### config.mk
export PLATFORM = sky130hd
export DESIGN_NAME = fsync_unit
export DESIGN_NICKNAME = d
export VERILOG_FILES = /design/src/rtl/fsync_pkg.sv /design/src/rtl/fsync_sclk_edge.sv /design/src/rtl/fsync_hold.sv /design/src/rtl/fsync_txser.sv /design/src/rtl/fsync_unit.sv
export SDC_FILE = /design/constraint.sdc
export NUM_CORES = 1
export LEC_CHECK = 0
export CAP_MARGIN = 20
export CORE_UTILIZATION = 43
export CTS_BUF_LIST = sky130_fd_sc_hd__clkbuf_16
export DETAILED_ROUTE_END_ITERATION = 8
export PLACE_DENSITY = 0.66
export SYNTH_ARGS = -nofsm -noshare
export SYNTH_HDL_FRONTEND = slang
export SYNTH_SLANG_ARGS = --single-unit
export TNS_END_PERCENT = 100
### constraint.sdc
create_clock -name clk -period 2.6 [get_ports clk]
set_input_delay 0.26 -clock clk [delete_from_list [all_inputs] [get_ports clk]]
set_output_delay 0.26 -clock clk [all_outputs]
set_load 0.03 [all_outputs]
### src/rtl/fsync_pkg.sv
package fsync_pkg;
    typedef enum logic [1:0] {
        FS_IDLE  = 2'd0,
        FS_LEAD  = 2'd1,
        FS_SHIFT = 2'd2
    } fs_state_e;
endpackage

### src/rtl/fsync_sclk_edge.sv
module fsync_sclk_edge (
    input  logic clk,
    input  logic rst_n,
    input  logic sclk_i,
    input  logic idle_hi_i,
    output logic lead_o,
    output logic trail_o
);
    logic prev_d, prev_q;

    always_comb begin
        prev_d  = sclk_i;
        // leading: was at idle level, now away from it
        lead_o  = (sclk_i ^ idle_hi_i) & ~(prev_q ^ idle_hi_i);
        // trailing: was away from idle, now back at it
        trail_o = ~(sclk_i ^ idle_hi_i) & (prev_q ^ idle_hi_i);
    end

    always_ff @(posedge clk or negedge rst_n) begin
        if (!rst_n) prev_q <= 1'b0;
        else        prev_q <= prev_d;
    end
endmodule

### src/rtl/fsync_hold.sv
module fsync_hold #(
    parameter int WORD_W = 16
) (
    input  logic              clk,
    input  logic              rst_n,
    input  logic              wr_i,
    input  logic [WORD_W-1:0] data_i,
    input  logic              take_i,
    output logic [WORD_W-1:0] hold_o,
    output logic              pend_o
);
    typedef struct packed {
        logic [WORD_W-1:0] word;
        logic              pend;
    } hold_t;

    hold_t h_d, h_q;

    always_comb begin
        h_d = h_q;
        if (wr_i) begin
            h_d.word = data_i;
            h_d.pend = 1'b1;
        end else if (take_i) begin
            h_d.pend = 1'b0;
        end
        hold_o = h_q.word;
        pend_o = h_q.pend;
    end

    always_ff @(posedge clk or negedge rst_n) begin
        if (!rst_n) h_q <= '0;
        else        h_q <= h_d;
    end
endmodule

### src/rtl/fsync_txser.sv
module fsync_txser #(
    parameter int WORD_W = 16
) (
    input  logic              clk,
    input  logic              rst_n,
    input  logic              load_i,
    input  logic [WORD_W-1:0] word_i,
    input  logic              adv_i,
    output logic              tx_bit_o,
    output logic              tx_edge_o
);
    typedef struct packed {
        logic [WORD_W-1:0] sh;
        logic              bit_out;
        logic              edge_out;
    } ser_t;

    ser_t s_d, s_q;

    always_comb begin
        s_d          = s_q;
        s_d.edge_out = 1'b0;
        if (load_i) begin
            s_d.bit_out  = word_i[WORD_W-1];
            s_d.sh       = {word_i[WORD_W-2:0], 1'b0};
            s_d.edge_out = 1'b1;
        end else if (adv_i) begin
            s_d.bit_out  = s_q.sh[WORD_W-1];
            s_d.sh       = {s_q.sh[WORD_W-2:0], 1'b0};
            s_d.edge_out = 1'b1;
        end
        tx_bit_o  = s_q.bit_out;
        tx_edge_o = s_q.edge_out;
    end

    always_ff @(posedge clk or negedge rst_n) begin
        if (!rst_n) s_q <= '0;
        else        s_q <= s_d;
    end
endmodule

### src/rtl/fsync_unit.sv
module fsync_unit
    import fsync_pkg::*;
#(
    parameter int WORD_W = 16
) (
    input  logic              clk,
    input  logic              rst_n,
    input  logic              cfg_frm_master,
    input  logic              cfg_sync_high,
    input  logic              cfg_sync_early,
    input  logic              cfg_clk_idle_high,
    input  logic              sclk_i,
    input  logic              sync_i,
    input  logic              hold_wr_i,
    input  logic [WORD_W-1:0] hold_data_i,
    output logic              sync_o,
    output logic              sync_oe_o,
    output logic              word_start_o,
    output logic [WORD_W-1:0] word_o,
    output logic              tx_bit_o,
    output logic              tx_edge_o,
    output logic              rx_edge_o,
    output logic              busy_o
);
    localparam int CNT_W = (WORD_W > 2) ? $clog2(WORD_W) : 1;
    localparam logic [CNT_W-1:0] LAST_BIT = CNT_W'(WORD_W - 1);

    typedef struct packed {
        fs_state_e         st;
        logic [CNT_W-1:0]  cnt;
        logic              sync_on;
        logic              start;
        logic              rx_edge;
        logic [WORD_W-1:0] word;
    } ctl_t;

    ctl_t c_d, c_q;

    logic              lead, trail;
    logic              pend;
    logic [WORD_W-1:0] hold;
    logic              take;
    logic              begin_data;
    logic              shift_adv;
    logic [WORD_W-1:0] load_word;
    logic              sync_seen;

    fsync_sclk_edge u_edge (
        .clk       (clk),
        .rst_n     (rst_n),
        .sclk_i    (sclk_i),
        .idle_hi_i (cfg_clk_idle_high),
        .lead_o    (lead),
        .trail_o   (trail)
    );

    fsync_hold #(.WORD_W(WORD_W)) u_hold (
        .clk    (clk),
        .rst_n  (rst_n),
        .wr_i   (hold_wr_i),
        .data_i (hold_data_i),
        .take_i (take),
        .hold_o (hold),
        .pend_o (pend)
    );

    fsync_txser #(.WORD_W(WORD_W)) u_ser (
        .clk       (clk),
        .rst_n     (rst_n),
        .load_i    (begin_data),
        .word_i    (load_word),
        .adv_i     (shift_adv),
        .tx_bit_o  (tx_bit_o),
        .tx_edge_o (tx_edge_o)
    );

    always_comb begin
        c_d         = c_q;
        c_d.start   = 1'b0;
        c_d.rx_edge = 1'b0;
        take        = 1'b0;
        begin_data  = 1'b0;
        shift_adv   = 1'b0;
        load_word   = c_q.word;
        sync_seen   = (sync_i == cfg_sync_high);

        unique case (c_q.st)
            FS_IDLE: begin
                if (lead && (cfg_frm_master ? pend : sync_seen)) begin
                    take        = 1'b1;
                    c_d.word    = hold;
                    c_d.sync_on = cfg_frm_master;
                    if (cfg_sync_early) begin
                        c_d.st = FS_LEAD;
                    end else begin
                        c_d.st     = FS_SHIFT;
                        begin_data = 1'b1;
                        load_word  = hold;
                    end
                end
            end
            FS_LEAD: begin
                if (lead) begin
                    c_d.st      = FS_SHIFT;
                    c_d.sync_on = 1'b0;
                    begin_data  = 1'b1;
                end
            end
            FS_SHIFT: begin
                if (lead) begin
                    c_d.sync_on = 1'b0;
                    shift_adv   = 1'b1;
                end
                if (trail) begin
                    c_d.rx_edge = 1'b1;
                    if (c_q.cnt == LAST_BIT) begin
                        c_d.st  = FS_IDLE;
                        c_d.cnt = '0;
                    end else begin
                        c_d.cnt = c_q.cnt + 1'b1;
                    end
                end
            end
            default: c_d.st = FS_IDLE;
        endcase

        if (begin_data) begin
            c_d.start = 1'b1;
            c_d.cnt   = '0;
        end

        sync_o       = c_q.sync_on ? cfg_sync_high : ~cfg_sync_high;
        sync_oe_o    = cfg_frm_master;
        word_start_o = c_q.start;
        word_o       = c_q.word;
        rx_edge_o    = c_q.rx_edge;
        busy_o       = (c_q.st != FS_IDLE);
    end

    always_ff @(posedge clk or negedge rst_n) begin
        if (!rst_n) begin
            c_q    <= '0;
            c_q.st <= FS_IDLE;
        end else begin
            c_q <= c_d;
        end
    end
endmodule

# Yosys cells after proc, flatten, opt, wreduce, memory -nomap -nowiden
# Cells that the tools add are included.
# classes
n_mux	31
n_bitwise	7
eq_ne	9
reduce_logical	13
add_sub_neg	1
# op_table
cell	n
two-way mux 16 bit	3
two-way mux 18 bit	2
two-way mux 1 bit	15
two-way mux 4 bit	3
nonzero test 2 bit	6
two-way mux 2 bit	4
inequality test 2 bit, second input constant	4
two-way mux 6 bit	1
one-hot mux 2 bit (3 select lines)	1
adder 4 x 1 -> 4 bit, second input constant	1
== test 4 bit, second input constant	1
one-hot mux 1 bit (2 select lines)	2
AND reduction 2 bit	2
AND reduction 4 bit	1
inverter 1 bit	3
AND reduction 3 bit	1
AND 1 bit	2
== test 2 x 1 -> 1 bit, second input constant	1
== test 2 bit, second input constant	1
zero test 2 bit	1
inequality test 2 x 1 -> 1 bit, second input constant	1
OR reduction 2 bit	1
XOR 1 bit	2
== test 1 bit	1
logical AND 1 bit	1
# word_totals
regBits	61

# Longest topological paths before layout
# depth
depth_word	8
depth_mapped	9
depth_no_buf	7

# Modules after synthesis
# A second synthesis with hierarchy kept.
# hier_totals
hier_cells	241
hier_area_um2	3020.4
# by_module_without_submodules
mod	cells_each	instances	area_per_inst_um2
fsync_unit	128	1	1508.9
fsync_txser	71	1	769.5
fsync_hold	37	1	683.2
fsync_sclk_edge	5	1	58.8

# Worst setup path before layout
# Ideal clock, no wire load.
# synth_timing
kind	register -> register
from	reg c_q[23] (netlist bit)
to	reg u_ser.s_q[10] (netlist bit)
arrival_ns	1.842
setup_slack_ns	0.624
path_buffers	3
path_stages_with_launch	10
period_less_slack_ns	1.976
path_cell_list	dfrtp_1 inv_1 ha_1 and2b_1 buf_4 a311oi_4 or2_1 buf_4 buf_4 a32oi_1
# synth_between
elab_chain_len	3
# synth_lines
item	line	source
start: declaration	fsync_unit.sv:37	ctl_t c_d, c_q;
== test 2 x 1 -> 1 bit (tied with other cells)	fsync_unit.sv:87	unique case (c_q.st)
one-hot mux 1 bit (2 select lines) (tied with other cells)	fsync_unit.sv:87	
two-way mux 18 bit / nonzero test 2 bit (equally long branches)	--	
end signal: assignment	fsync_txser.sv:37	if (!rst_n) s_q <= '0;
end signal: assignment	fsync_txser.sv:38	else s_q <= s_d;
end: declaration	fsync_txser.sv:18	ser_t s_d, s_q;
# Several ways; a longest one is shown, not always the timed one.
# A chain may end at the register's enable or synchronous reset.

# Worst setup path after layout
# layout_timing
from	reg c_q[23] (netlist bit)
to	out busy_o
# layout_between
elab_chain_len	1
# layout_lines
item	line	source
nonzero test 2 bit	fsync_unit.sv:137	busy_o = (c_q.st != FS_IDLE);
end: declaration	fsync_unit.sv:23	output logic busy_o
# No other way between the ends.

==> qor.csv <==
stage,metric,value,unit
logic_synthesis,synthArstFlopShare,1.00,
timing,drv_slew,0,
setup_path,r2r_cells,8,
power_and_ir_drop,switchingPower,1.59,mW
floorplanning,pin_count,48,
setup_path,r2r-start,c_q[23]$_DFFE_PN0P_,
cts,cts-hold-fix-buffers,0,
global_routing,grt_pass1_wl,11500,µm
cts,cts_buffers,9,
setup_path,critPathKind,reg2out,
power_and_ir_drop,ir_worst_vdd,0.000558,V
cells_and_area,final_nets,328,
cts,clock_sinks,60,
global_routing,grtUsageTotal,0.203,
routing,vias,2252,
global_routing,grt_max_degree,43,
timing,final-hold-violation-count,0,
power_and_ir_drop,powerDensity,1150,mW/mm²
floorplanning,die_area,0.00750,mm²
logic_synthesis,ys_seq_area_frac,0.488,
logic_synthesis,syn_avg_cell_area,11.6,µm²
power_and_ir_drop,leakage,1.57,nW
hold_path,hp-class,in2async,
timing,rsz0062_at_grt,false,
routing,drc,0,
timing,fin_worst_skew,0.00626,ns
logic_synthesis,netlist_instances,266,
power_and_ir_drop,netSwitchingFraction,0.363,
floorplanning,initial_core_util,0.448,
power_and_ir_drop,seq_power_share,0.344,
setup_path,cp-start-kind,flip-flop,
cells_and_area,num_antenna_cells,0,
run,maxCapViolCount,0,
floorplanning,fp.coreArea,0.00687,mm²
setup_path,cp.arrival,1.87,ns
cells_and_area,final_common_cell,dfrtp_1,
floorplanning,rows,30,
power_and_ir_drop,combPwrFrac,0.398,
global_routing,antenna_found_initial,0,
placed_design,dp_hpwl,4380,µm
cts,cts_setup_buffers,0,
cts,htreeDepth,3,
cells_and_area,area_growth,23.4,%
logic_synthesis,synthFlopType,dfrtp_1,
timing,setup_slack,0.472,ns
timing,tightest_slew,0.972,ns
logic_synthesis,ys_warn_count,0,
timing,max_freq,0.470,GHz
setup_path,path_max_fanout,7,
floorplanning,die-height,86.6,µm
power_and_ir_drop,power.share.clock,0.258,
routing,wl_per_cell,16.9,µm
setup_path,rrSetupSlack,0.64,ns
setup_path,crit_required,2.34,ns
cts,cts_tree,done,
cells_and_area,layout_common_cells,"dfrtp_1, clkdlybuf4s50_1, mux2_2",
logic_synthesis,synth_fp_nets,295,
routing,drtIter0Drc,130,
routing,vias_per_cell,5.64,
timing,finalCriticalPeriod,2.13,ns
cts,clock_path_buffers,2,
setup_path,worstReg2RegEnd,u_ser.s_q[3]$_DFFE_PN0P_,
cts,post_cts_resized,0,
cts,clock_tree.root_cell,clkbuf_16,
timing,setup-violations-final,0,
logic_synthesis,synth_edf_count,0,
timing,slew_headroom,0.352,
cts,clkTransAtPathRegs,0.05,ns
placed_design,port_buffers,47,
cells_and_area,drive_above_1_share,0.211,
routing,wl,6750,µm
global_routing,grt_pass1_vias,2280,
timing,min_period_over_period,0.818,
cts,worstSkewPairLatency,0.32,ns
logic_synthesis,syn_area,0.00308,mm²
power_and_ir_drop,internal_power,2.79,mW
routing,drt_pre_antenna_iters,4,
global_routing,grt_remaining_overflow,0,
floorplanning,die-width,86.6,µm
placed_design,place_ws,0.229,ns
placed_design,place.gp.congestion,0.760,
setup_path,endpoint_kind,output port,
timing,tns,0,ns
logic_synthesis,synth.distinct_cells,49,
logic_synthesis,synth_seq_cells,60,
run_status,outcome,"finished, final reports clean",
routing,antenna_left,0,
## state kept, by name (all words and copies together) (netlist names)
| register | flops |
|---|---|
| c_q | 7 |
| rx_edge_o | 1 |
| u_edge.prev_q | 1 |
| u_hold.hold_o | 16 |
| u_hold.pend_o | 1 |
| u_ser.s_q | 15 |
| u_ser.tx_bit_o | 1 |
| u_ser.tx_edge_o | 1 |
| word_o | 16 |
| word_start_o | 1 |
## through the flow
stage          cell area (µm²)   util  hold WS (ns)  std cells  power, mW
5_1_grt                   3800  0.553         0.160        399       4.61
4_1_cts                   3800  0.553         0.119        399       4.41
6_report                  3800  0.553        0.0799        399       4.37
3_5_place_dp              3520  0.512         0.463        384       3.25
2_1_floorplan             3080      -       -0.0356        266       2.81
3_3_place_gp              3520  0.512         0.473        384       3.22
## per-layer routing
layer / routed length (µm) / vias up / track usage
met5: 0 / - / 0
met4: 96 / 0 / 0.0833
met3: 338 / 9 / 0.0505
met2: 3200 / 74 / 0.307
met1: 3110 / 1126 / 0.279
li1: - / 1043 / -
## power by group through the flow
stage | logic [mW] | registers [mW] | clock network (mW)
after global routing | 1.87 | 1.55 | 1.19
after detailed placement | 1.74 | 1.52 | 0
final | 1.74 | 1.51 | 1.13
after global placement | 1.71 | 1.52 | 0
after CTS | 1.75 | 1.51 | 1.15
after floorplan | 1.34 | 1.47 | 0
## worst max path at each step
stage	to	start
floorplan	u_ser.s_q[10]$_DFFE_PN0P_	c_q[23]$_DFFE_PN0P_
global placement	word_o[7]$_DFFE_PN0P_	cfg_sync_high
detailed placement	word_o[11]$_DFFE_PN0P_	cfg_sync_high
CTS	busy_o	c_q[23]$_DFFE_PN0P_
global route	busy_o	c_q[24]$_DFFE_PN0P_
finish	busy_o	c_q[23]$_DFFE_PN0P_
## cell families after synthesis
kind of cell,synth area share
AOI/OAI and AO/OA,0.172
DFF,0.488
and+or+nand+nor,0.0983
buffers and inverters,0.0829
muxes,0.134
adders and majority gates,0.0163
xor gates and xnor gates,0.00853
## worst max-delay path, cell delays in order, from the launching register on
cell	delay, ns
dfrtp_1	0.38
inv_1	0.10
ha_1	0.34
inv_1	0.12
clkdlybuf4s50_1	0.61
## cell type report
| class | instances | area (µm²) |
|---|---|---|
| multi-input combinational | 163 | 1320 |
| sequential | 60 | 1500 |
| clock inverter | 6 | 57.6 |
| tap | 96 | 120 |
| clock buffer | 9 | 225 |
| inverter | 7 | 26.3 |
| fill | 604 | 3070 |
| timing repair buffer | 58 | 548 |
## synthesized netlist by cell type, types with 2 or more instances
| library cell | number | area, µm² |
|---|---|---|
| clkbuf_1 | 10 | 37.5 |
| nor2_1 | 4 | 15.0 |
| nor2b_1 | 2 | 12.5 |
| mux2_4 | 9 | 135 |
| a21oi_1 | 2 | 10.0 |
| mux2i_1 | 2 | 20.0 |
| a32oi_1 | 15 | 131 |
| inv_1 | 6 | 22.5 |
| nand2_1 | 18 | 67.6 |
| xnor2_1 | 2 | 17.5 |
| ha_1 | 4 | 50.1 |
| o21ai_0 | 19 | 95.1 |
| buf_2 | 2 | 10.0 |
| and3b_1 | 2 | 17.5 |
| dfrtp_1 | 60 | 1500 |
| buf_4 | 22 | 165 |
| nor3b_2 | 2 | 25.0 |
| mux2_2 | 23 | 259 |
| a311oi_1 | 15 | 131 |
| nand2b_1 | 3 | 18.8 |
| or2_1 | 2 | 12.5 |
| nand3_1 | 15 | 75.1 |
(Power assumes the default switching activity.)
